==> config.mk <==
export PLATFORM = sky130hd
export DESIGN_NAME = termio_regs
export DESIGN_NICKNAME = d
export VERILOG_FILES = /design/src/rtl/termio_pkg.sv /design/src/rtl/termio_ctrl.sv /design/src/rtl/termio_dp.sv /design/src/rtl/termio_regs.sv
export SDC_FILE = /design/constraint.sdc
export NUM_CORES = 1
export LEC_CHECK = 0
export BUFFER_PORTS_ARGS = -buffer_cell sky130_fd_sc_hd__clkbuf_2
export CORE_MARGIN = 4
export CORE_UTILIZATION = 38
export DETAILED_ROUTE_END_ITERATION = 10
export GPL_ROUTABILITY_DRIVEN = 0
export PLACE_DENSITY = 0.89
export REMOVE_ABC_BUFFERS = 1
export SLEW_MARGIN = 30
export SYNTH_ARGS = -nofsm -noshare
export SYNTH_HDL_FRONTEND = slang
export SYNTH_SLANG_ARGS = --single-unit
==> constraint.sdc <==
create_clock -name clk -period 2.6 [get_ports clk]
set_input_delay 0.13 -clock clk [delete_from_list [all_inputs] [get_ports clk]]
set_output_delay 0.13 -clock clk [all_outputs]
set_load 0.05 [all_outputs]
==> src/rtl/termio_pkg.sv <==
package termio_pkg;
  typedef enum logic [2:0] {
    SEL_NONE,
    SEL_RXCTL,
    SEL_RXDAT,
    SEL_TXCTL,
    SEL_TXDAT
  } regSel_t;

  typedef struct packed {
    logic rxLoad;
    logic rxClear;
    logic rxCtlWr;
    logic txCtlWr;
    logic txSend;
    logic txDone;
  } strobes_t;
endpackage

==> src/rtl/termio_ctrl.sv <==
module termio_ctrl
  import termio_pkg::*;
#(
  parameter int ADDR_W = 32,
  parameter logic [ADDR_W-1:0] BASE_ADDR = 32'hFFFF_0000
) (
  input  logic [ADDR_W-1:0] busAddr,
  input  logic              busRd,
  input  logic              busWr,
  input  logic              kbdValid,
  input  logic              dispAck,
  input  logic              txReady,
  output regSel_t           rdSel,
  output strobes_t          strb
);
  localparam int NUM_REGS = 4;
  localparam int STRIDE   = 4;

  regSel_t hitSel;
  logic [NUM_REGS-1:0] hit;

  for (genvar i = 0; i < NUM_REGS; i++) begin : g_dec
    localparam logic [ADDR_W-1:0] REG_ADDR = BASE_ADDR + ADDR_W'(i * STRIDE);
    assign hit[i] = (busAddr == REG_ADDR);
  end

  always_comb begin
    hitSel = SEL_NONE;
    unique case (1'b1)
      hit[0]:  hitSel = SEL_RXCTL;
      hit[1]:  hitSel = SEL_RXDAT;
      hit[2]:  hitSel = SEL_TXCTL;
      hit[3]:  hitSel = SEL_TXDAT;
      default: hitSel = SEL_NONE;
    endcase
  end

  always_comb begin
    rdSel        = busRd ? hitSel : SEL_NONE;
    strb.rxLoad  = kbdValid;
    strb.rxClear = busRd && (hitSel == SEL_RXDAT);
    strb.rxCtlWr = busWr && (hitSel == SEL_RXCTL);
    strb.txCtlWr = busWr && (hitSel == SEL_TXCTL);
    strb.txSend  = busWr && (hitSel == SEL_TXDAT) && txReady;
    strb.txDone  = dispAck && !txReady;
  end
endmodule

==> src/rtl/termio_dp.sv <==
module termio_dp
  import termio_pkg::*;
#(
  parameter int DATA_W = 32,
  parameter int CHAR_W = 8
) (
  input  logic              clk,
  input  logic              rstN,
  input  strobes_t          strb,
  input  regSel_t           rdSel,
  input  logic [DATA_W-1:0] busWdata,
  input  logic [CHAR_W-1:0] kbdByte,
  output logic [DATA_W-1:0] busRdata,
  output logic [CHAR_W-1:0] dispByte,
  output logic              txReady,
  output logic              irq
);
  localparam int READY_BIT = 0;
  localparam int IE_BIT    = 1;
  localparam int PAD_W     = DATA_W - CHAR_W;

  logic              rxReady;
  logic              rxIe;
  logic              txIe;
  logic [CHAR_W-1:0] rxByte;

  always_ff @(posedge clk) begin
    if (!rstN) begin
      rxReady <= 1'b0;
      rxByte  <= '0;
    end else if (strb.rxLoad) begin
      rxReady <= 1'b1;
      rxByte  <= kbdByte;
    end else if (strb.rxClear) begin
      rxReady <= 1'b0;
    end
  end

  always_ff @(posedge clk) begin
    if (!rstN) begin
      rxIe <= 1'b0;
      txIe <= 1'b0;
    end else begin
      if (strb.rxCtlWr) rxIe <= busWdata[IE_BIT];
      if (strb.txCtlWr) txIe <= busWdata[IE_BIT];
    end
  end

  always_ff @(posedge clk) begin
    if (!rstN) begin
      txReady  <= 1'b1;
      dispByte <= '0;
    end else if (strb.txSend) begin
      txReady  <= 1'b0;
      dispByte <= busWdata[CHAR_W-1:0];
    end else if (strb.txDone) begin
      txReady  <= 1'b1;
    end
  end

  always_comb begin
    busRdata = '0;
    unique case (rdSel)
      SEL_RXCTL: begin
        busRdata[READY_BIT] = rxReady;
        busRdata[IE_BIT]    = rxIe;
      end
      SEL_RXDAT: busRdata = {{PAD_W{1'b0}}, rxByte};
      SEL_TXCTL: begin
        busRdata[READY_BIT] = txReady;
        busRdata[IE_BIT]    = txIe;
      end
      default: busRdata = '0;
    endcase
  end

  assign irq = (rxReady && rxIe) || (txReady && txIe);
endmodule

==> src/rtl/termio_regs.sv <==
module termio_regs
  import termio_pkg::*;
#(
  parameter int ADDR_W = 32,
  parameter int DATA_W = 32,
  parameter int CHAR_W = 8,
  parameter logic [ADDR_W-1:0] BASE_ADDR = 32'hFFFF_0000
) (
  input  logic              clk,
  input  logic              rstN,
  input  logic [ADDR_W-1:0] busAddr,
  input  logic              busRd,
  input  logic              busWr,
  input  logic [DATA_W-1:0] busWdata,
  output logic [DATA_W-1:0] busRdata,
  input  logic [CHAR_W-1:0] kbdByte,
  input  logic              kbdValid,
  output logic [CHAR_W-1:0] dispByte,
  output logic              dispValid,
  input  logic              dispAck,
  output logic              irq
);
  regSel_t  rdSel;
  strobes_t strb;
  logic     txReady;

  termio_ctrl #(.ADDR_W(ADDR_W), .BASE_ADDR(BASE_ADDR)) u_ctrl (
    .busAddr (busAddr),
    .busRd   (busRd),
    .busWr   (busWr),
    .kbdValid(kbdValid),
    .dispAck (dispAck),
    .txReady (txReady),
    .rdSel   (rdSel),
    .strb    (strb)
  );

  termio_dp #(.DATA_W(DATA_W), .CHAR_W(CHAR_W)) u_dp (
    .clk     (clk),
    .rstN    (rstN),
    .strb    (strb),
    .rdSel   (rdSel),
    .busWdata(busWdata),
    .kbdByte (kbdByte),
    .busRdata(busRdata),
    .dispByte(dispByte),
    .txReady (txReady),
    .irq     (irq)
  );

  assign dispValid = !txReady;
endmodule

[After elaboration in Yosys (flattened, before gate mapping)]
Cells that the tools add are included.
Cells by class
  reduce and logical (&&, ||, !) cells: 12
  eq/ne operators: 11
  mux-type cells: 8
Operators by type and width (count)
  32-bit equality test (second input constant): 4
  3-bit by 2-bit equality test with 1-bit output (second input constant): 4
  3-bit one-hot mux with 4 select lines: 1
  1-bit logical AND: 8
  3-bit by 1-bit equality test with 1-bit output (second input constant): 2
  6-bit 2-to-1 mux: 1
  2-bit one-hot mux with 3 select lines: 1
  1-bit 2-to-1 mux: 4
  2-bit nonzero test: 2
  3-bit equality test (second input constant): 1
  3-bit 2-to-1 mux: 1
  1-bit logical NOT: 1
  1-bit logical OR: 1
Word-level totals
  input bits: 78
  word-level logic and storage cells: 37
  register bits after elaboration: 20

[Depth between registers and ports, before layout]
  depth after elaboration: 6
  depth in mapped cells: 5
  gate-level depth less buffers: 4

[Hierarchy]
A second synthesis with hierarchy kept.
Unflattened totals
  cell total of the unflattened synthesis: 133
  area total of the unflattened synthesis: 1246.2 um^2
By module, submodules not included
  termio_dp: times used 1, cells an instance 105, seq. area each 400.4 um^2, area each 1044.8 um^2
  termio_ctrl: times used 1, cells an instance 27, seq. area each 0.0 um^2, area each 197.7 um^2
  termio_regs: times used 1, cells an instance 1, seq. area each 0.0 um^2, area each 3.8 um^2

[Least setup slack after synthesis]
Ideal clock, no wire load.
  path kind: input to output
  from: in busAddr[0]
  to: out busRdata[2]
  arrival time: 1.661 ns
  path slack: 0.809 ns
  data required time: 2.470 ns
  stages on the path: 4
  buffers on the path: 0
  path through: nand4b_1 -> or4_4 -> nor4_4 -> and2_1
On the way
  cells in the longest elaborated chain, start to end: 5
  elaborated cells on any way between the ends: 8
Ends and longest elaborated chain
  start: declaration: line termio_regs.sv:11  | input logic [ADDR_W-1:0] busAddr,
  32-bit equality test: line termio_ctrl.sv:24  | assign hit[i] = (busAddr == REG_ADDR);
  3-bit one-hot mux with 4 select lines *: line termio_ctrl.sv:29  | unique case (1'b1)
  3-bit 2-to-1 mux *: line termio_ctrl.sv:39  | rdSel = busRd ? hitSel : SEL_NONE;
  3-bit by 2-bit equality test with 1-bit output *: line termio_dp.sv:63  | unique case (rdSel)
  6-bit 2-to-1 mux *: line termio_dp.sv:63
  end: declaration: line termio_regs.sv:15  | output logic [DATA_W-1:0] busRdata,
Mark *: on every way between the ends. The rest lies on a longest branch, timed or not.

[Final worst setup path]
  from: in busAddr[0]
  to: out busRdata[5]
The elaborated chain is that of the path after synthesis.

==> reports/summary.md <==
The run finished with clean final reports. By instance count, the cell type seen most on the critical path is clkbuf_2. The critical path starts at busAddr[0]. STA classifies the critical path startpoint as an input port. The run gives 3 as the number of buffers added by the clock tree synthesis step.

The number of core rows came out at 19. Gates resized during post-CTS repair numbered 0. At the worst endpoint, the required time is 2.47 ns. The end point of the critical path is busRdata[5]. The floorplan step set the die width to 63.6 µm. The run gives 20 as the clock sink count. The pin count of the biggest net entering global routing is 23. Library cell contributing the largest single delay on the critical path: or4_4. Traced cell by cell, the critical path runs through clkbuf_2 -> nand4b_1 -> or4_4 -> nor4_4 -> and2_1 -> clkbuf_2. Max-cap violations in this run came to 0. The placed instances occupy a cell area of 1460 µm². Sequential elements use 34.0% of the synthesized area. The synthesized instance count was 138; the worst-skew pair later-pin latency was 0.29 ns. The top cell type by area accounts for 34.0% of the synthesized area. In this run the power density over the cells is 474 nW/µm². The post-layout instance count excluding filler cells was 239; the number of nets in the layout was 287. The run gives 0.306 mV as the largest vdd supply drop. The repair_antennas step left the layout with diodes totalling 0. After synthesis the netlist holds a flip-flop and latch count of 20. The critical path contains buffers and inverters numbering 2 combined. The via count of the first global-routing pass is 992. Summed over all instances, the cell type with the most area after synthesis is dfxtp_1. The startpoint identified for the worst register-to-register timing path is u_dp.txReady$_SDFFE_PN1P_.

The die is 63.6 µm tall. The logs give 1180 µm² for the summed instance area of the synthesized netlist and 0 for the number of remaining DRC errors. After detailed placement, the design holds a cell count of 235.

120 I/O pins were placed. The cell sitting at the root of the clock tree is a clkbuf_4. After detailed routing, the total wire length is 2580 µm.

The run gives 0 ns as the accumulated negative setup slack. The critical path is of the in2out type. The tools report the number of setup violations in the final report as 0. Area of the die: 4050 µm². The time the final worst path needs with I/O delays and setup is 1.96 ns, and the final critical-path share of the clock period is 75.6%. In this run the remaining antenna-violating nets after routing total 0.

The run gives 13 as the number of design-rule violations left by the first detailed-router iteration. In this run the worst path has a maximum fanout of 7. The tools report the wire length of the first global-routing pass as 4070 µm. In this run the deepest clock path goes through 2 buffers. The max-slew violation count came out at 0. The H-tree level count is 1, and the fraction of registers with async set/reset is 0%. Dividing the detail-routed via count by the number of cells gives 4.52. Among cell families on the critical path, the largest total delay comes from simple AND/OR/NAND/NOR gates.

The main flop type after synthesis is dfxtp_1. Setup repair after global routing left no endpoint under its margin. Yosys mapped a number of flops with a built-in enable equal to 0. Counting buffers and inverters, the worst setup path is 6 cells deep. TritonCTS built the clock tree. Summed over all nets, the half-perimeter wirelength after detailed placement is 2190 µm.

The overall track demand over capacity in global routing is 12.2%. The type of element capturing the critical path is an output pin. For this configuration, the core starts out at a cell density of 41.2%.

Number of distinct library cells after synthesis: 24. The classification of the worst-slack hold path is in2reg. The first detailed-routing pass took 4 iterations. Across all layers, the routed design uses 1081 vias. The post-route netlist has 38.0% of its cells at a drive strength greater than 1. Port buffering added 71 buffers. After synthesis, the cell types taking the most area are dfxtp_1, mux2i_1, buf_4. The tools report the clock skew as 0.00788 ns. The cts-stage hold buffer count was 0; the routed wirelength normalized by instance count was 10.8 µm.

The worst register-to-register path has a depth of 4. During synthesis, Yosys emitted a total of 0 warnings. The sum of overflow across all layers after global routing was 0. The count of final hold-check violations is 0, and the data arrival time of the critical path is 1.83 ns. The core region is 2850 µm².

Mean cell area of the mapped netlist: 8.52 µm². In this design, the stage delay of the slowest critical-path cell is 0.59 ns. The leakage power came out at 0.787 nW. The internal reg-to-reg setup slack came out at 1.43 ns. Based on the critical path, the design can be clocked at up to 509 MHz. In this run the post-CTS setup repair buffer count came out at 0.

The area of all placed cells without fillers is 1510 µm², and the initial antenna violation count is 0. The smallest hold slack is 0.0493 ns. Sorting the synthesized cells by how often they occur yields buf_4, nand2_1, dfxtp_1, mux2i_1, nor2_1. The tools report the reg-to-reg critical path endpoint as u_dp.dispByte[5]$_SDFFE_PN0P_. Total power for the finished layout comes to 0.716 mW. Area growth from synthesis to layout: 28.4%.

The clock-pin slew of the registers on the worst-case setup and hold paths works out to 0.11 ns.
worst reg2reg max path: stages, from the launching register on:
cell and delay, ns:
dfxtp_1 0.43, nand3_1 0.11, nor3_2 0.14, buf_4 0.22, mux2i_1 0.21
cell usage in the layout, fill, tap and decap left out:
master / netlist / layout
nor3_2: 1 / 1
nand4_1: 2 / 2
nor4bb_1: 1 / 1
o21ai_0: 4 / 4
clkbuf_2: 0 / 71
nor4b_1: 1 / 1
bufinv_16: 0 / 1
conb_1: 1 / 24
nor2_1: 10 / 10
and2_1: 8 / 8
mux2i_1: 20 / 20
dfxtp_1: 20 / 20
nor3b_1: 1 / 1
buf_4: 24 / 1
nor2b_1: 1 / 1
nand3_1: 2 / 2
inv_1: 3 / 3
clkbuf_4: 0 / 3
nand2_1: 24 / 24
or4_4: 1 / 1
nor4_4: 1 / 1
nor3_1: 1 / 1
nor4_1: 3 / 3
nand4b_1: 3 / 3
a22o_1: 1 / 1
layer usage:
metal,vias up,wire length (µm),GRT usage [%]
met5,-,0,0
met4,0,17,4.85
met3,2,255,3.55
met2,49,1300,21.0
met1,473,1010,14.1
li1,557,-,-
flip-flops by register name (all words and copies together) (netlist names):
signal         count
u_dp.rxByte        8
u_dp.dispByte      8
u_dp.rxIe          1
u_dp.txIe          1
u_dp.rxReady       1
u_dp.txReady       1
worst min path at each step:
stage | startpoint | to | cells past startpoint
global placement | busWdata[4] | u_dp.dispByte[4]$_SDFFE_PN0P_ | 3
global route | busWdata[2] | u_dp.dispByte[2]$_SDFFE_PN0P_ | 3
detailed placement | busWdata[6] | u_dp.dispByte[6]$_SDFFE_PN0P_ | 3
CTS | busWdata[2] | u_dp.dispByte[2]$_SDFFE_PN0P_ | 3
floorplan | rstN | u_dp.txReady$_SDFFE_PN1P_ | 1
finish | busWdata[2] | u_dp.dispByte[2]$_SDFFE_PN0P_ | 3
final cells by class:
class,count,area [µm²]
Clock buffer,3,22.5
Clock inverter,1,30.0
Fill cell,283,1340
Inverter,3,11.3
Multi-Input combinational cell,109,644
Sequential cell,20,400
Tap cell,31,38.8
Timing Repair Buffer,72,363
power breakdown:
group	switching (mW)	internal (mW)	leakage, nW
clock	0.0905	0.156	0.0279
sequential	0.00410	0.315	0.163
combinational	0.108	0.0429	0.596
total	0.203	0.514	0.787
metrics by stage:
stage / utilization (%) / setup WS, ns
floorplan: - / 0.809
global placement: 51.1 / 0.591
detailed placement: 51.1 / 0.610
CTS: 52.9 / 0.609
global route: 52.9 / 0.501
finish: 52.9 / 0.635
cells by family (layout without fill, tap and decap cells):
family	count (synthesis)	after routing	synth area share, %
AND/OR/NAND/NOR	60	60	27.7
buffers and inverters	32	79	18.5
multiplexers	20	20	17.0
flip-flops	20	20	34.0
AO/OA/AOI/OAI	5	5	2.45
other	1	24	0.319
(Power assumes the default switching activity.)
